`src/rtl/sqr_pkg.sv`:
```
// Shared constants and helpers for the recursive squarer.
// Assumes operand widths of at least 1.
package sqr_pkg;
    // Narrowest operand served by the dedicated leaf cell.
    localparam int unsigned LEAF_W = 2;

    // Width of the square of an n-bit unsigned value.
    function automatic int unsigned sq_w(input int unsigned n);
        return 2 * n;
    endfunction
endpackage

```
`src/rtl/sq_leaf2.sv`:
```
// 2-bit squaring leaf: one AND gate feeding one half adder.
// Squares 0..3 to 0, 1, 4 and 9. Purely combinational.
module sq_leaf2 (
    input  logic [1:0] a,
    output logic [3:0] s
);
    logic both;
    logic ha_sum;
    logic ha_cry;

    // AND of the two operand bits.
    assign both   = a[1] & a[0];
    // Half adder on the top bit and the AND term.
    assign ha_sum = a[1] ^ both;
    assign ha_cry = a[1] & both;

    // Pack the result bits; bit 1 of any square is zero.
    assign s = {ha_cry, ha_sum, 1'b0, a[0]};
endmodule

```
`src/rtl/sq_stage.sv`:
```
// One level of the squarer chain for a K-bit operand.
// Receives e, the square of a[K-2:0] from the level below, and returns a².
// With the top bit set: s = (a + c) << (K-1) + e, where c = a[K-2:0].
// With the top bit clear: s = e, zero-extended.
// Assumes K >= 3. c always fits in K-1 bits, so no overflow can occur.
module sq_stage #(
    parameter int unsigned K = 3
) (
    input  logic [K-1:0]                   a,
    input  logic [sqr_pkg::sq_w(K-1)-1:0]  e,
    output logic [sqr_pkg::sq_w(K)-1:0]    s
);
    localparam int unsigned SW = sqr_pkg::sq_w(K);
    localparam int unsigned CW = K - 1;

    logic [CW-1:0] c;
    logic [K:0]    d;
    logic [SW-1:0] f;
    logic [SW-1:0] g;

    // The offset from the base is the operand with its top bit dropped.
    assign c = a[K-2:0];

    // Sum (a + c), gated to zero when the operand lies below the base.
    always_comb begin
        if (a[K-1]) begin
            d = {1'b0, a} + {2'b00, c};
        end else begin
            d = '0;
        end
    end

    // Scaling by the base is a shift of K-1 places.
    assign f = {d, {(K-1){1'b0}}};
    // Zero-extend the smaller square to the full width.
    assign g = {2'b00, e};
    // Final full-width addition.
    assign s = f + g;
endmodule

```
`src/rtl/rec_squarer.sv`:
```
// Multiplier-free unsigned squarer. A chain of sq_stage levels sits on a
// 2-bit leaf, and level k squares opnd[k-1:0]. An optional output register
// with a synchronous active-low reset follows the chain.
// Assumes WIDTH >= 1. WIDTH = 1 passes the operand straight through.
module rec_squarer #(
    parameter int unsigned WIDTH   = 8,
    parameter bit          REG_OUT = 1'b1
) (
    input  logic                                clk,
    input  logic                                rst_n,
    input  logic [WIDTH-1:0]                    opnd,
    output logic [sqr_pkg::sq_w(WIDTH)-1:0]     sq
);
    localparam int unsigned PW = sqr_pkg::sq_w(WIDTH);

    logic [PW-1:0] comb_sq;

    // Choose the datapath for the configured width.
    generate
        if (WIDTH == 1) begin : g_single
            // 0*0 = 0 and 1*1 = 1: bit 0 passes through, bit 1 is zero.
            assign comb_sq = {1'b0, opnd};
        end else begin : g_chain
            for (genvar k = sqr_pkg::LEAF_W; k <= WIDTH; k++) begin : g_lvl
                logic [sqr_pkg::sq_w(k)-1:0] s;
                if (k == sqr_pkg::LEAF_W) begin : g_leaf
                    sq_leaf2 u_leaf (
                        .a (opnd[1:0]),
                        .s (s)
                    );
                end else begin : g_step
                    sq_stage #(.K(k)) u_stage (
                        .a (opnd[k-1:0]),
                        .e (g_lvl[k-1].s),
                        .s (s)
                    );
                end
            end
            assign comb_sq = g_lvl[WIDTH].s;
        end
    endgenerate

    // Optional output register.
    generate
        if (REG_OUT) begin : g_reg
            // Capture the square; reset clears it.
            always_ff @(posedge clk) begin
                if (!rst_n) begin
                    sq <= '0;
                end else begin
                    sq <= comb_sq;
                end
            end
        end else begin : g_comb
            assign sq = comb_sq;
        end
    endgenerate
endmodule

```
`config.mk`:
```
export PLATFORM = sky130hd
export DESIGN_NAME = rec_squarer
export DESIGN_NICKNAME = d
export VERILOG_FILES = /design/src/rtl/sqr_pkg.sv /design/src/rtl/sq_leaf2.sv /design/src/rtl/sq_stage.sv /design/src/rtl/rec_squarer.sv
export SDC_FILE = /design/constraint.sdc
export NUM_CORES = 1
export LEC_CHECK = 0
export BUFFER_PORTS_ARGS = -buffer_cell sky130_fd_sc_hd__buf_2
export CAP_MARGIN = 5
export CORE_ASPECT_RATIO = 1.2
export CORE_MARGIN = 2
export CORE_UTILIZATION = 50
export CTS_BUF_LIST = sky130_fd_sc_hd__clkbuf_8
export DETAILED_ROUTE_END_ITERATION = 8
export GPL_TIMING_DRIVEN = 0
export PLACE_DENSITY_LB_ADDON = 0.3
export SLEW_MARGIN = 20
export SYNTH_ARGS = -nofsm -noshare
export SYNTH_HDL_FRONTEND = slang
export SYNTH_SLANG_ARGS = --single-unit
export TNS_END_PERCENT = 5
```
`constraint.sdc`:
```
create_clock -name clk -period 5 [get_ports clk]
set_input_delay 0.75 -clock clk [delete_from_list [all_inputs] [get_ports clk]]
set_output_delay 0.75 -clock clk [all_outputs]
set_load 0.01 [all_outputs]
```
== After elaboration in Yosys (flattened, before gate mapping) ==
Index checks and enable logic that the tools add are counted.
Word-level totals
  logic and storage cells: 22
  register bits: 16
  output and inout port bits: 16
  input port bits: 10
Cells by class
  add/sub/neg operators: 12
  multiplexer cells: 6
  bitwise logic cells: 3
Operators with widths (number)
  $add 16x14->16: 1
  $add 14x12->14: 1
  $add 12x10->12: 1
  $add 10x8->10: 1
  $add 8x7->9: 1
  $mux 9: 1
  $add 7x6->8: 1
  $add 8x6->8: 1
  $mux 8: 1
  $add 6x5->7: 1
  $mux 7: 1
  $add 5x4->6: 1
  $add 6x4->6: 1
  $mux 6: 1
  $add 4x3->5: 1
  $mux 5: 1
  $add 3x2->4: 1
  $mux 4: 1
  $and 1x1->1: 2
  $xor 1x1->1: 1

== Depth between registers and ports, before layout ==
Gate-level depths: netlist of the first run.
  word-level depth: 8
  gate-level depth with buffers: 25
  gate-level depth less buffers: 25

== Cells and area by module ==
A second synthesis of the first run with hierarchy kept.
Second synthesis, totals
  cell total of the unflattened synthesis: 203
  area total of the unflattened synthesis: 1766.7 um^2
By module, submodules not included
  rec_squarer: cells each 33, area each 446.7 um^2, times used 1, seq. area each 320.3 um^2
  sq_stage at g_chain.g_lvl[8].g_step.u_stage: cells each 48, area each 361.6 um^2, times used 1, seq. area each 0.0 um^2
  sq_stage at g_chain.g_lvl[7].g_step.u_stage: cells each 34, area each 281.5 um^2, times used 1, seq. area each 0.0 um^2
  sq_stage at g_chain.g_lvl[6].g_step.u_stage: cells each 32, area each 234.0 um^2, times used 1, seq. area each 0.0 um^2
  sq_stage at g_chain.g_lvl[5].g_step.u_stage: cells each 23, area each 181.4 um^2, times used 1, seq. area each 0.0 um^2
  sq_stage at g_chain.g_lvl[4].g_step.u_stage: cells each 17, area each 137.6 um^2, times used 1, seq. area each 0.0 um^2
  sq_stage at g_chain.g_lvl[3].g_step.u_stage: cells each 9, area each 73.8 um^2, times used 1, seq. area each 0.0 um^2
  sq_leaf2: cells each 7, area each 50.0 um^2, times used 1, seq. area each 0.0 um^2

== Worst setup path after synthesis of the first run ==
OpenSTA, ideal clock, no wires.
  path kind: input port to flip-flop
  from: input opnd[0]
  to: register sq[14] in the netlist's numbering
  path buffers: 0
  setup slack: -0.416 ns
  library setup time: 0.116 ns
  stages on the path: 24
  data arrival time: 5.300 ns
  required time: 4.884 ns
  path through: and2_1 ha_1 xnor2_1 ha_1 inv_1 fa_1 inv_1 ha_1 fa_1 xnor2_1 inv_1 ha_1 a21o_1 a21oi_1 xnor2_1 ha_1 a21oi_1 o21ai_0 xnor2_1 ha_1 a21oi_1 o21bai_1 nor3_1 and3b_1
Between the ends
  cells in the longest elaborated chain, start to end: 8
  elaborated cells on any way between the ends: 21
  those cells by class: add/sub: 12; mux: 6; bitwise: 3
RTL lines
  start: declaration: line rec_squarer.sv:11  | input logic [WIDTH-1:0] opnd,
  $add 3x2->4 or $and 1x1->1 (tied branches): line sq_stage.sv:27, sq_leaf2.sv:12
  $mux 4 (tied with other cells): line sq_stage.sv:26  | if (a[K-1]) begin
  $add 6x4->6: line sq_stage.sv:38  | assign s = f + g;
  $add 8x6->8: line sq_stage.sv:38
  $add 10x8->10: line sq_stage.sv:38
  $add 12x10->12: line sq_stage.sv:38
  $add 14x12->14: line sq_stage.sv:38
  $add 16x14->16 (*): line sq_stage.sv:38
  end signal: assignment: line rec_squarer.sv:51  | sq <= comb_sq;
  end: declaration: line rec_squarer.sv:12  | output logic [sqr_pkg::sq_w(WIDTH)-1:0] sq
Every way passes the cells marked *; elsewhere a longest branch is shown, timed or not.
A chain may end at the register's enable or synchronous reset.

== Worst setup path in the final report of the first run ==
  from: input opnd[2]
  to: register sq[14] in the netlist's numbering
Between the ends
  cells in the longest elaborated chain, start to end: 8
  elaborated cells on any way between the ends: 18
  those cells by class: add/sub: 12; mux: 6
RTL lines
  $add 3x2->4: line sq_stage.sv:27  | d = {1'b0, a} + {2'b00, c};
  $mux 4: line sq_stage.sv:26
  $add 6x4->6: line sq_stage.sv:38
  $add 8x6->8: line sq_stage.sv:38
  $add 10x8->10: line sq_stage.sv:38
  $add 12x10->12: line sq_stage.sv:38
  $add 14x12->14: line sq_stage.sv:38
  $add 16x14->16 (*): line sq_stage.sv:38
Marked as above.

==> reports/qor.tcl, run 1 <==
set qor(wl_mm) 2.73
set qor(cts_tree) {done}
set qor(synth_flop_cell) {dfxtp_1}
set qor(dp_worst_setup_slack_ns) -0.745
set qor(detail_route.iter0.violations) 11
set qor(drtAntennaViolNets) 0
set qor(reg_top3) {sq x15}
set qor(synth.top_cells.by_count) {and2_1, ha_1, dfxtp_1}
set qor(run_status) {finished with violations}
set qor(via_count) 1151
set qor(floorplan.rows) 20
set qor(synth_sequential_area_ratio_pct) 22.0
set qor(yosysMostFrequentCell) {and2_1}
set qor(firstDrtPassIters) 4
set qor(detailed_place_hpwl_mm) 1.95
set qor(finalSetupViolations) 5
set qor(first_global_vias) 1092
set qor(synth.cell_area_sq_um) 1360
set qor(routed_length_per_instance_um) 12.5
set qor(failed_checks) {setup timing}
set qor(cts_root_buf) {clkbuf_8}
set qor(boundaryPins) 26
set qor(grt_pass1_wl_mm) 4.52
set qor(cpPeakStageDelay_ns) 0.55
set qor(gp_congestion) 0.802
set qor(cts_buffers) 3
set qor(synthesis.area_per_instance_sq_um) 9.02
set qor(worst_path_max_delay_cell) {fa_2}
set qor(min_path_cells) 2
set qor(synthesis.instances) 151
set qor(placeableCoreArea_sq_um) 2550
set qor(number_of_antenna_violations_at_the_first_check_in_global_routing) 0
set qor(max_cap_viol_count) 0
set qor(buffer_ports.inserted) 24
set qor(largest_register_ff_count) 15
set qor(synth-async-reset-ratio_pct) 0
set qor(yosysWarningCount) 0
set qor(die_outline_width_um) 51.7
set qor(vdd_drop_max_mv) 0.185
set qor(grt_start_max_net_pins) 11
set qor(syn_nets) 187
set qor(p_leak_uw) 0.000907
set qor(grt_setup_unrepaired) {yes}
set qor(timing.critical_path.cells) {buf_8, and2_4, ha_4, xnor2_2, ha_2, inv_2, fa_2, inv_1, ha_2, fa_2, ha_4, inv_2, fa_2, inv_2, ha_4, fa_2, ha_4, fa_2, a21o_2, and4_4, nor3_2, and3b_1}
set qor(final-hold-violation-count) 0
set qor(timing.hold.worst.class) {in -> reg}
set qor(hold_path_end) {sq[0]$_SDFF_PN0_}
set qor(clock_sinks) 15
set qor(maxSlewViolCount) 0
set qor(die_area_sq_um) 3160
set qor(final_cells) 219
set qor(initial_utilization_pct) 53.4
set qor(netlist-cell-type-count) 33
set qor(h-tree-depth) 1
set qor(fillerInstances) 192
set qor(timing.critical_path.mode_cell) {fa_2}
set qor(final.hold.worst_slack_ns) 0.783
set qor(worst-path-max-fanout) 9
set qor(post_drt_via_cell_ratio) 5.26
set qor(ant_diodes) 0
set qor(finalPower_uw) 504
set qor(hold_path_startpoint) {opnd[0]}
set qor(nets) 223
set qor(clk_path_buf_depth) 2
set qor(worstPathRequired_ns) 5.14
set qor(track_usage_pct) 19.2
set qor(die_y_um) 61.2
set qor(setup_total_negative_slack_ns) -1.07
set qor(pwr_density_cell_nw_per_um2) 274
set qor(clkSlewWorstSetupHoldPaths_ns) 0.06
set qor(period_share_pct) 106
set qor(detail_route.drc_violations) 0
set qor(period_minus_slack_ns) 5.31
set qor(setup_ws_ns) -0.309
set qor(gr-total-overflow) 0
set qor(synth_top_area_share_pct) 22.0
set qor(drive_gt1_share_pct) 39.2
set qor(highest_clock_frequency_the_design_can_meet_mhz) 188
set qor(ys_ff_latch) 15
set qor(critPathArrivalTime_ns) 5.45
set qor(cp_class) {in -> reg}
set qor(endpoint_kind) {flop}
set qor(number_of_enable_type_register_cells_in_the_synthesized_netlist) 0
set qor(largest-register) {sq}
set qor(synth.area.top_cells) {dfxtp_1, ha_1, and2_1}
set qor(cts_hold_repair.buffers) 0
set qor(area.growth.synth_to_final_pct) 34.9
set qor(dp.cells) 208
set qor(synth_area_leader_cell) {dfxtp_1}
set qor(critical_path_start_type) {input pin}
worst max-delay path: cells and delay by family:
family	cells	cell delay (ns)
and+or+nand+nor	4	0.68
xor gates and xnor gates	1	0.13
AOI/OAI and AO/OA	1	0.23
buffers and inverters	5	0.26
adders and majority gates	11	3.39
cells in the final DEF, fill, tap and decap left out, types with 2 or more instances in the layout:
cell type,instances
a211oi_1,2
a21o_1,6
a21oi_1,4
a21oi_2,3
and2_1,29
and2_4,2
and3b_1,2
buf_2,21
buf_4,8
buf_6,2
clkbuf_8,3
dfxtp_1,15
fa_2,5
ha_1,13
ha_2,3
ha_4,5
inv_1,4
inv_2,3
nand2_1,8
nand2b_1,2
nor2b_1,5
o21ai_0,3
o21ai_1,3
xnor2_1,7
xnor2_2,4
through the flow:
step / cell area [sq um] / util, %
2_1_floorplan: 1440 / -
4_1_cts: 1790 / 70.0
6_report: 1840 / 72.0
3_3_place_gp: 1600 / 62.5
5_1_grt: 1840 / 72.0
3_5_place_dp: 1600 / 62.5
cell families after synthesis:
logic type | Yosys count | share of synthesized area (%)
buf+inv | 10 | 3.03
flops | 15 | 22.0
other cells | 1 | 0.275
fa+ha+maj | 26 | 26.6
mux | 1 | 0.735
compound gates | 28 | 13.5
simple gates | 57 | 25.4
xor+xnor | 13 | 8.36
layout make-up:
class / count / area, sq um / share of cell area (%)
multi-input cells: 126 / 1210 / 65.9
flip-flops and latches: 15 / 300 / 16.3
repair buffers: 31 / 195 / 10.6
clock buffers: 3 / 41.3 / 2.25
well taps: 33 / 41.3 / 2.25
inverters: 8 / 32.5 / 1.77
plain buffers: 2 / 11.3 / 0.613
clock inverters: 1 / 5.00 / 0.272
metal layers:
layer  wire [um]  vias up  GRT usage [%]
met5           0        -              0
met4          53        0           11.7
met3          86        5           1.46
met2        1420       26           35.7
met1        1170      533           21.5
li1            -      587              -
report_power, final:
group | switching (uW) | leakage (uW) | internal (uW)
registers | 3.78 | 0.000125 | 141
clock network | 39.1 | 0.0000255 | 55.1
logic | 131 | 0.000757 | 134
what timing repair did:
action,in CTS,in global routing
buffers inserted,6,1
gates resized for setup,27,8
pin swaps,24,14
setup endpoints to repair,5,7
worst max path at each step:
stage          startpoint                 to  slack [ns]
2_1_floorplan     opnd[0]  sq[14]$_SDFF_PN0_       -0.27
3_3_place_gp      opnd[0]  sq[14]$_SDFF_PN0_       -0.61
3_5_place_dp      opnd[0]  sq[13]$_SDFF_PN0_       -0.75
4_1_cts           opnd[2]  sq[14]$_SDFF_PN0_       -0.30
5_1_grt           opnd[1]  sq[14]$_SDFF_PN0_       -0.46
6_report          opnd[2]  sq[14]$_SDFF_PN0_       -0.31
Note: power is estimated with default switching activity, not from simulation.
==> run 2: changes to the inputs <==
clock period = 6.86 ns   (was 5 ns; I/O delays follow)
==> reports/qor.tcl, run 2 (same netlist as run 1, synthesis figures left out) <==
set qor(firstDrtPassIters) 4 ;# unchanged
set qor(worst_path_bufs_invs) 4 ;# was 5
set qor(gr-total-overflow) 0 ;# unchanged
set qor(most-common-layout-cells) {and2_1, buf_2, ha_1, dfxtp_1, xnor2_1} ;# was and2_1, buf_2, dfxtp_1, ha_1
set qor(h-tree-depth) 1 ;# unchanged
set qor(cp_class) {in -> reg} ;# unchanged
set qor(pwr_density_cell_nw_per_um2) 204 ;# was 274 nW/um^2
set qor(fillerInstances) 238 ;# was 192
set qor(cts_root_buf) {clkbuf_8} ;# unchanged
set qor(highest_clock_frequency_the_design_can_meet_mhz) 167
set qor(maxSlewViolCount) 0 ;# unchanged
set qor(grt_start_max_net_pins) 11 ;# unchanged
set qor(die_y_um) 61.2 ;# unchanged
set qor(critical-path-top-delay-family) {adder cells} ;# unchanged
set qor(wl_mm) 2.44 ;# was 2.73 mm
set qor(finalSetupViolations) 0 ;# was 5
set qor(timing.hold.worst.class) {in -> reg} ;# unchanged
set qor(finalPower_uw) 320 ;# was 504 uW
set qor(initial_utilization_pct) 53.4 ;# unchanged
set qor(critical_path_start_type) {input pin} ;# unchanged
set qor(grt_pass1_wl_mm) 4.35 ;# was 4.52 mm
set qor(via_count) 1108 ;# was 1151
set qor(track_usage_pct) 18.1 ;# was 19.2%
set qor(ctsResizeCount) 0 ;# was 27
set qor(detailed_place_hpwl_mm) 2.01 ;# was 1.95 mm
set qor(reg_top3) {sq x15} ;# unchanged
set qor(gp_congestion) 0.798 ;# was 0.802
set qor(endpoint_kind) {flop} ;# unchanged
set qor(worstPathRequired_ns) 7.00 ;# was 5.14 ns
set qor(final_cells) 212 ;# was 219
set qor(placeableCoreArea_sq_um) 2550 ;# unchanged
set qor(power.share.combinational_pct) 46.4 ;# was 52.7%
set qor(utilization_pct) 61.5 ;# was 72.0%
set qor(vdd_drop_max_mv) 0.112 ;# was 0.185 mV
set qor(setup_total_negative_slack_ns) 0 ;# was -1.07 ns
set qor(worst-path-max-fanout) 9 ;# unchanged
set qor(number_of_antenna_violations_at_the_first_check_in_global_routing) 0 ;# unchanged
set qor(detail_route.iter0.violations) 26 ;# was 11
set qor(run_status) {complete, no violations} ;# was finished with violations
set qor(drive_gt1_share_pct) 17.9 ;# was 39.2%
set qor(period_share_pct) 87.3
set qor(critPathArrivalTime_ns) 6.13 ;# was 5.45 ns
set qor(p_leak_uw) 0.000838 ;# was 0.000907 uW
set qor(max_cap_viol_count) 0 ;# unchanged
set qor(power.internal_uw) 211 ;# was 329 uW
set qor(power.switching_fraction_pct) 34.1 ;# was 34.6%
set qor(share_seq_of_total_power_pct) 33.0 ;# was 28.6%
set qor(worst_path_max_delay_cell) {fa_1} ;# was fa_2
set qor(cts_tree) {done} ;# unchanged
set qor(post-cts-setup-buffer-count) 0 ;# was 6
set qor(cts_hold_repair.buffers) 0 ;# unchanged
set qor(setup_ws_ns) 0.871 ;# was -0.309 ns
set qor(largest_register_ff_count) 15 ;# unchanged
set qor(power.share.clock_pct) 20.7 ;# was 18.7%
set qor(netSwitchingPower_uw) 109 ;# was 174 uW
set qor(grt_setup_unrepaired) {no} ;# was yes
set qor(detail_route.drc_violations) 0 ;# unchanged
set qor(first_global_vias) 1091 ;# was 1092
set qor(boundaryPins) 26 ;# unchanged
set qor(nets) 216 ;# was 223
set qor(timing.critical_path.mode_cell) {ha_1} ;# was fa_2
set qor(dp.cells) 208 ;# unchanged
set qor(cpPeakStageDelay_ns) 0.47 ;# was 0.55 ns
set qor(largest-register) {sq} ;# unchanged
set qor(floorplan.rows) 20 ;# unchanged
set qor(layout.cells.most_common) {and2_1} ;# unchanged
set qor(post_drt_via_cell_ratio) 5.23 ;# was 5.26
set qor(die_outline_width_um) 51.7 ;# unchanged
set qor(ant_diodes) 0 ;# unchanged
set qor(final-hold-violation-count) 0 ;# unchanged
set qor(buffer_ports.inserted) 24 ;# unchanged
set qor(dp_worst_setup_slack_ns) 0.627 ;# was -0.745 ns
set qor(drtAntennaViolNets) 0 ;# unchanged
set qor(die_area_sq_um) 3160 ;# unchanged
set qor(routed_length_per_instance_um) 11.5 ;# was 12.5 um
set qor(area.growth.synth_to_final_pct) 15.2 ;# was 34.9%
set qor(cts_buffers) 3 ;# unchanged
set qor(clkSlewWorstSetupHoldPaths_ns) 0.05 ;# was 0.06 ns
set qor(clock_sinks) 15 ;# unchanged
set qor(clk_path_buf_depth) 2 ;# unchanged
set qor(period_minus_slack_ns) 5.99
[run 2: cell types whose count changed in the layout (fill, tap and decap cells not counted), sizes merged]
cell    before  now
buf         32   25
clkinv       1    0
inv          8    9
[run 2: final timing paths]
path                 from           endpoint  cells past startpoint
hold / removal    opnd[0]   sq[0]$_SDFF_PN0_                      2
setup / recovery  opnd[0]  sq[14]$_SDFF_PN0_                     25
[run 2: power groups by stage]
stage / Combinational [uW] / Clock (uW) / Sequential (uW)
after detailed placement: 147 / 0 / 107
after floorplan: 97.3 / 0 / 116
after CTS: 149 / 68.1 / 106
after global routing: 169 / 71.5 / 107
after global placement: 140 / 0 / 107
final: 148 / 66.0 / 105
[run 2: layer usage]
layer | routed length [um] | GRT usage, % | share of wire [%] | vias up
met1 | 1060 | 20.8 | 44 | 512
met4 | 50 | 9.77 | 2.1 | 0
met5 | 0 | 0 | 0 | -
met3 | 106 | 1.46 | 4.4 | 5
li1 | - | - | - | 566
met2 | 1220 | 33.5 | 50 | 25
[run 2: metrics by stage]
step	hold WS, ns	cell area (sq um)
6_report	1.08	1570
5_1_grt	1.10	1570
4_1_cts	1.08	1570
3_5_place_dp	1.33	1520
3_3_place_gp	1.33	1520
2_1_floorplan	1.15	1360
[run 2: final cells by class]
type	count	area, sq um	area share [%]
Clock buffer	3	41.3	2.63
Inverter	8	30.0	1.91
Tap cell	33	41.3	2.63
Clock inverter	1	3.75	0.239
Timing Repair Buffer	24	120	7.66
Sequential cell	15	300	19.1
Buffer	2	11.3	0.718
Multi-Input combinational cell	126	1020	65.1
==> run 3: changes to the inputs <==
SKIP_CTS_REPAIR_TIMING = 1   (was default)
SYNTH_HIERARCHICAL = 1   (was default)
==> reports/qor.tcl, run 3 <==
set qor(utilization_pct) 60.1 ;# was 61.5%
set qor(synthesis.area_per_instance_sq_um) 8.70 ;# was 9.02 sq um
set qor(timing.hold.worst.class) {in -> reg} ;# unchanged
set qor(synth.area.top_cells) {dfxtp_1, buf_4, ha_1} ;# was dfxtp_1, ha_1, and2_1
set qor(cp_class) {in -> reg} ;# unchanged
set qor(most-common-layout-cells) {buf_4, buf_2, ha_1, and2_1} ;# was and2_1, buf_2, ha_1, dfxtp_1, xnor2_1
set qor(clkSlewWorstSetupHoldPaths_ns) 0.06 ;# was 0.05 ns
set qor(ant_diodes) 0 ;# unchanged
set qor(grt_setup_unrepaired) {no} ;# unchanged
set qor(clk_path_buf_depth) 2 ;# unchanged
set qor(clock_sinks) 16 ;# was 15
set qor(synth-async-reset-ratio_pct) 0 ;# unchanged
set qor(ys_ff_latch) 16 ;# was 15
set qor(die_y_um) 69.1 ;# was 61.2 um
set qor(stdcell_area_sq_um) 2020 ;# was 1570 sq um
set qor(grt_start_max_net_pins) 11 ;# unchanged
set qor(final.hold.worst_slack_ns) 1.08 ;# about the same
set qor(period_share_pct) 94.0 ;# was 87.3%
set qor(detail_route.iter0.violations) 16 ;# was 26
set qor(final-hold-violation-count) 0 ;# unchanged
set qor(track_usage_pct) 15.7 ;# was 18.1%
set qor(yosysWarningCount) 6 ;# was 0
set qor(maxSlewViolCount) 0 ;# unchanged
set qor(synth_area_leader_cell) {dfxtp_1} ;# unchanged
set qor(layout.cells.most_common) {buf_4} ;# was and2_1
set qor(multi_input_comb_area_sq_um) 1130 ;# was 1020 sq um
set qor(floorplan.rows) 23 ;# was 20
set qor(period_minus_slack_ns) 6.45 ;# was 5.99 ns
set qor(endpoint_kind) {flop} ;# unchanged
set qor(drtAntennaViolNets) 0 ;# unchanged
set qor(fillerInstances) 312 ;# was 238
set qor(number_of_antenna_violations_at_the_first_check_in_global_routing) 0 ;# unchanged
set qor(synth_flop_cell) {dfxtp_1} ;# unchanged
set qor(detailed_place.area_sq_um) 1940 ;# was 1520 sq um
set qor(vdd_drop_max_mv) 0.118 ;# was 0.112 mV
set qor(synth_top_area_share_pct) 18.1 ;# was 22.0%
set qor(highest_clock_frequency_the_design_can_meet_mhz) 155 ;# was 167 MHz
set qor(first_global_vias) 1228 ;# was 1091
set qor(placeableCoreArea_sq_um) 3370 ;# was 2550 sq um
set qor(via_count) 1267 ;# was 1108
set qor(run_status) {complete, no violations} ;# unchanged
set qor(nets) 270 ;# was 216
set qor(hold_path_startpoint) {rst_n} ;# was opnd[0]
set qor(firstDrtPassIters) 4 ;# unchanged
set qor(largest_register_ff_count) 16 ;# was 15
set qor(wl_mm) 2.63 ;# was 2.44 mm
set qor(cp-startpoint) {opnd[1]} ;# was opnd[0]
set qor(synth_sequential_area_ratio_pct) 18.1 ;# was 22.0%
set qor(critPathArrivalTime_ns) 6.59 ;# was 6.13 ns
set qor(dp.cells) 265 ;# was 208
set qor(cts_root_buf) {clkbuf_8} ;# unchanged
set qor(largest-register) {sq} ;# unchanged
set qor(max_cap_viol_count) 0 ;# unchanged
set qor(reg_top3) {sq x16} ;# was sq x15
set qor(worstPathRequired_ns) 7.01 ;# was 7.00 ns
set qor(synth.cell_area_sq_um) 1770 ;# was 1360 sq um
set qor(detail_route.drc_violations) 0 ;# unchanged
set qor(area.sequential_sq_um) 320 ;# was 300 sq um
set qor(number_of_enable_type_register_cells_in_the_synthesized_netlist) 0 ;# unchanged
set qor(critical_path_start_type) {input pin} ;# unchanged
set qor(finalPower_uw) 383 ;# was 320 uW
set qor(synthesis.instances) 203 ;# was 151
set qor(h-tree-depth) 1 ;# unchanged
set qor(finalSetupViolations) 0 ;# unchanged
set qor(gp_congestion) 0.774 ;# was 0.798
set qor(p_leak_uw) 0.00107 ;# was 0.000838 uW
set qor(area.growth.synth_to_final_pct) 14.4 ;# was 15.2%
set qor(grt_pass1_wl_mm) 5.12 ;# was 4.35 mm
set qor(cts_buffers) 3 ;# unchanged
set qor(syn_nets) 240 ;# was 187
set qor(detailed_place_hpwl_mm) 2.13 ;# was 2.01 mm
set qor(netlist-cell-type-count) 31 ;# was 33
set qor(yosysMostFrequentCell) {buf_4} ;# was and2_1
set qor(die_area_sq_um) 4030 ;# was 3160 sq um
set qor(boundaryPins) 26 ;# unchanged
set qor(gr-total-overflow) 0 ;# unchanged
set qor(pwr_density_cell_nw_per_um2) 190 ;# was 204 nW/um^2
set qor(post_drt_via_cell_ratio) 4.71 ;# was 5.23
set qor(buffer_ports.inserted) 25 ;# was 24
set qor(drive_gt1_share_pct) 40.5 ;# was 17.9%
set qor(cts_tree) {done} ;# unchanged
set qor(synth.top_cells.by_count) {buf_4, ha_1, and2_1} ;# was and2_1, ha_1, dfxtp_1
set qor(routed_length_per_instance_um) 9.77 ;# was 11.5 um
set qor(final_cells) 269 ;# was 212
set qor(worst-path-max-fanout) 9 ;# unchanged
set qor(die_outline_width_um) 58.3 ;# was 51.7 um
set qor(initial_utilization_pct) 52.5 ;# was 53.4%
## run 3: cell count changes in the layout (fill, tap and decap cells not counted), moves of 4 or more
| cell | before | now |
|---|---|---|
| buf_4 | 1 | 37 |
| and2_2 | 0 | 15 |
| and2_1 | 31 | 20 |
| inv_1 | 9 | 16 |
| a21oi_2 | 0 | 4 |
## run 3: worst paths after layout
path	endpoint	cells past startpoint
worst max-delay path	sq[15]$_SDFF_PN0_	26
worst min-delay path	sq[13]$_SDFF_PN0_	2
## run 3: cell type report
cell class	count	share of cell area (%)
repair buffers	25	6.19
well taps	37	2.29
multi-input cells	133	55.7
flip-flops and latches	16	15.8
clock buffers	4	2.72
plain buffers	38	14.3
inverters	16	2.97
## run 3: report_power, final
group	internal, uW	switching, uW
logic	103	84.7
clock network	50.9	33.1
registers	109	2.71
## run 3: per-layer routing
layer,vias to the layer above,global-route usage [%],share of wire (%)
met5,-,0,0
met4,0,7.24,2.0
met3,4,2.25,3.2
met2,23,26.5,49
met1,561,19.1,45
li1,679,-,-
## run 3: metrics by stage
| stage | setup TNS (ns) | setup WS, ns |
|---|---|---|
| after floorplan | 0 | 0.476 |
| after global placement | -0.0107 | -0.0107 |
| after detailed placement | -0.0512 | -0.0512 |
| after CTS | 0 | 0.202 |
| after global routing | 0 | 0.0436 |
| final | 0 | 0.415 |
## run 3: cells by family after synthesis
family	Yosys count	synth area share, %
flip-flops	16	18.1
buffers and inverters	54	19.8
other	1	0.212
adder cells (fa/ha/maj)	27	21.2
AO/OA/AOI/OAI	31	12.4
XOR/XNOR	14	6.94
AND/OR/NAND/NOR	60	21.3
## run 3: worst max-delay path: stages
cell and delay, ns:
buf_2 0.16, and2_2 0.19, buf_4 0.12, ha_1 0.18, ha_1 0.21, xnor2_2 0.19
inv_1 0.08, fa_1 0.46, xnor2_2 0.20, inv_1 0.08, fa_1 0.48, xnor2_2 0.17
inv_1 0.08, fa_1 0.53, inv_1 0.04, ha_1 0.23, fa_2 0.36, a21o_2 0.20
a21oi_2 0.16, xnor2_1 0.14, ha_1 0.30, a21oi_1 0.17, nor2b_1 0.06, a311o_1 0.35
a31o_1 0.22, and2_2 0.17
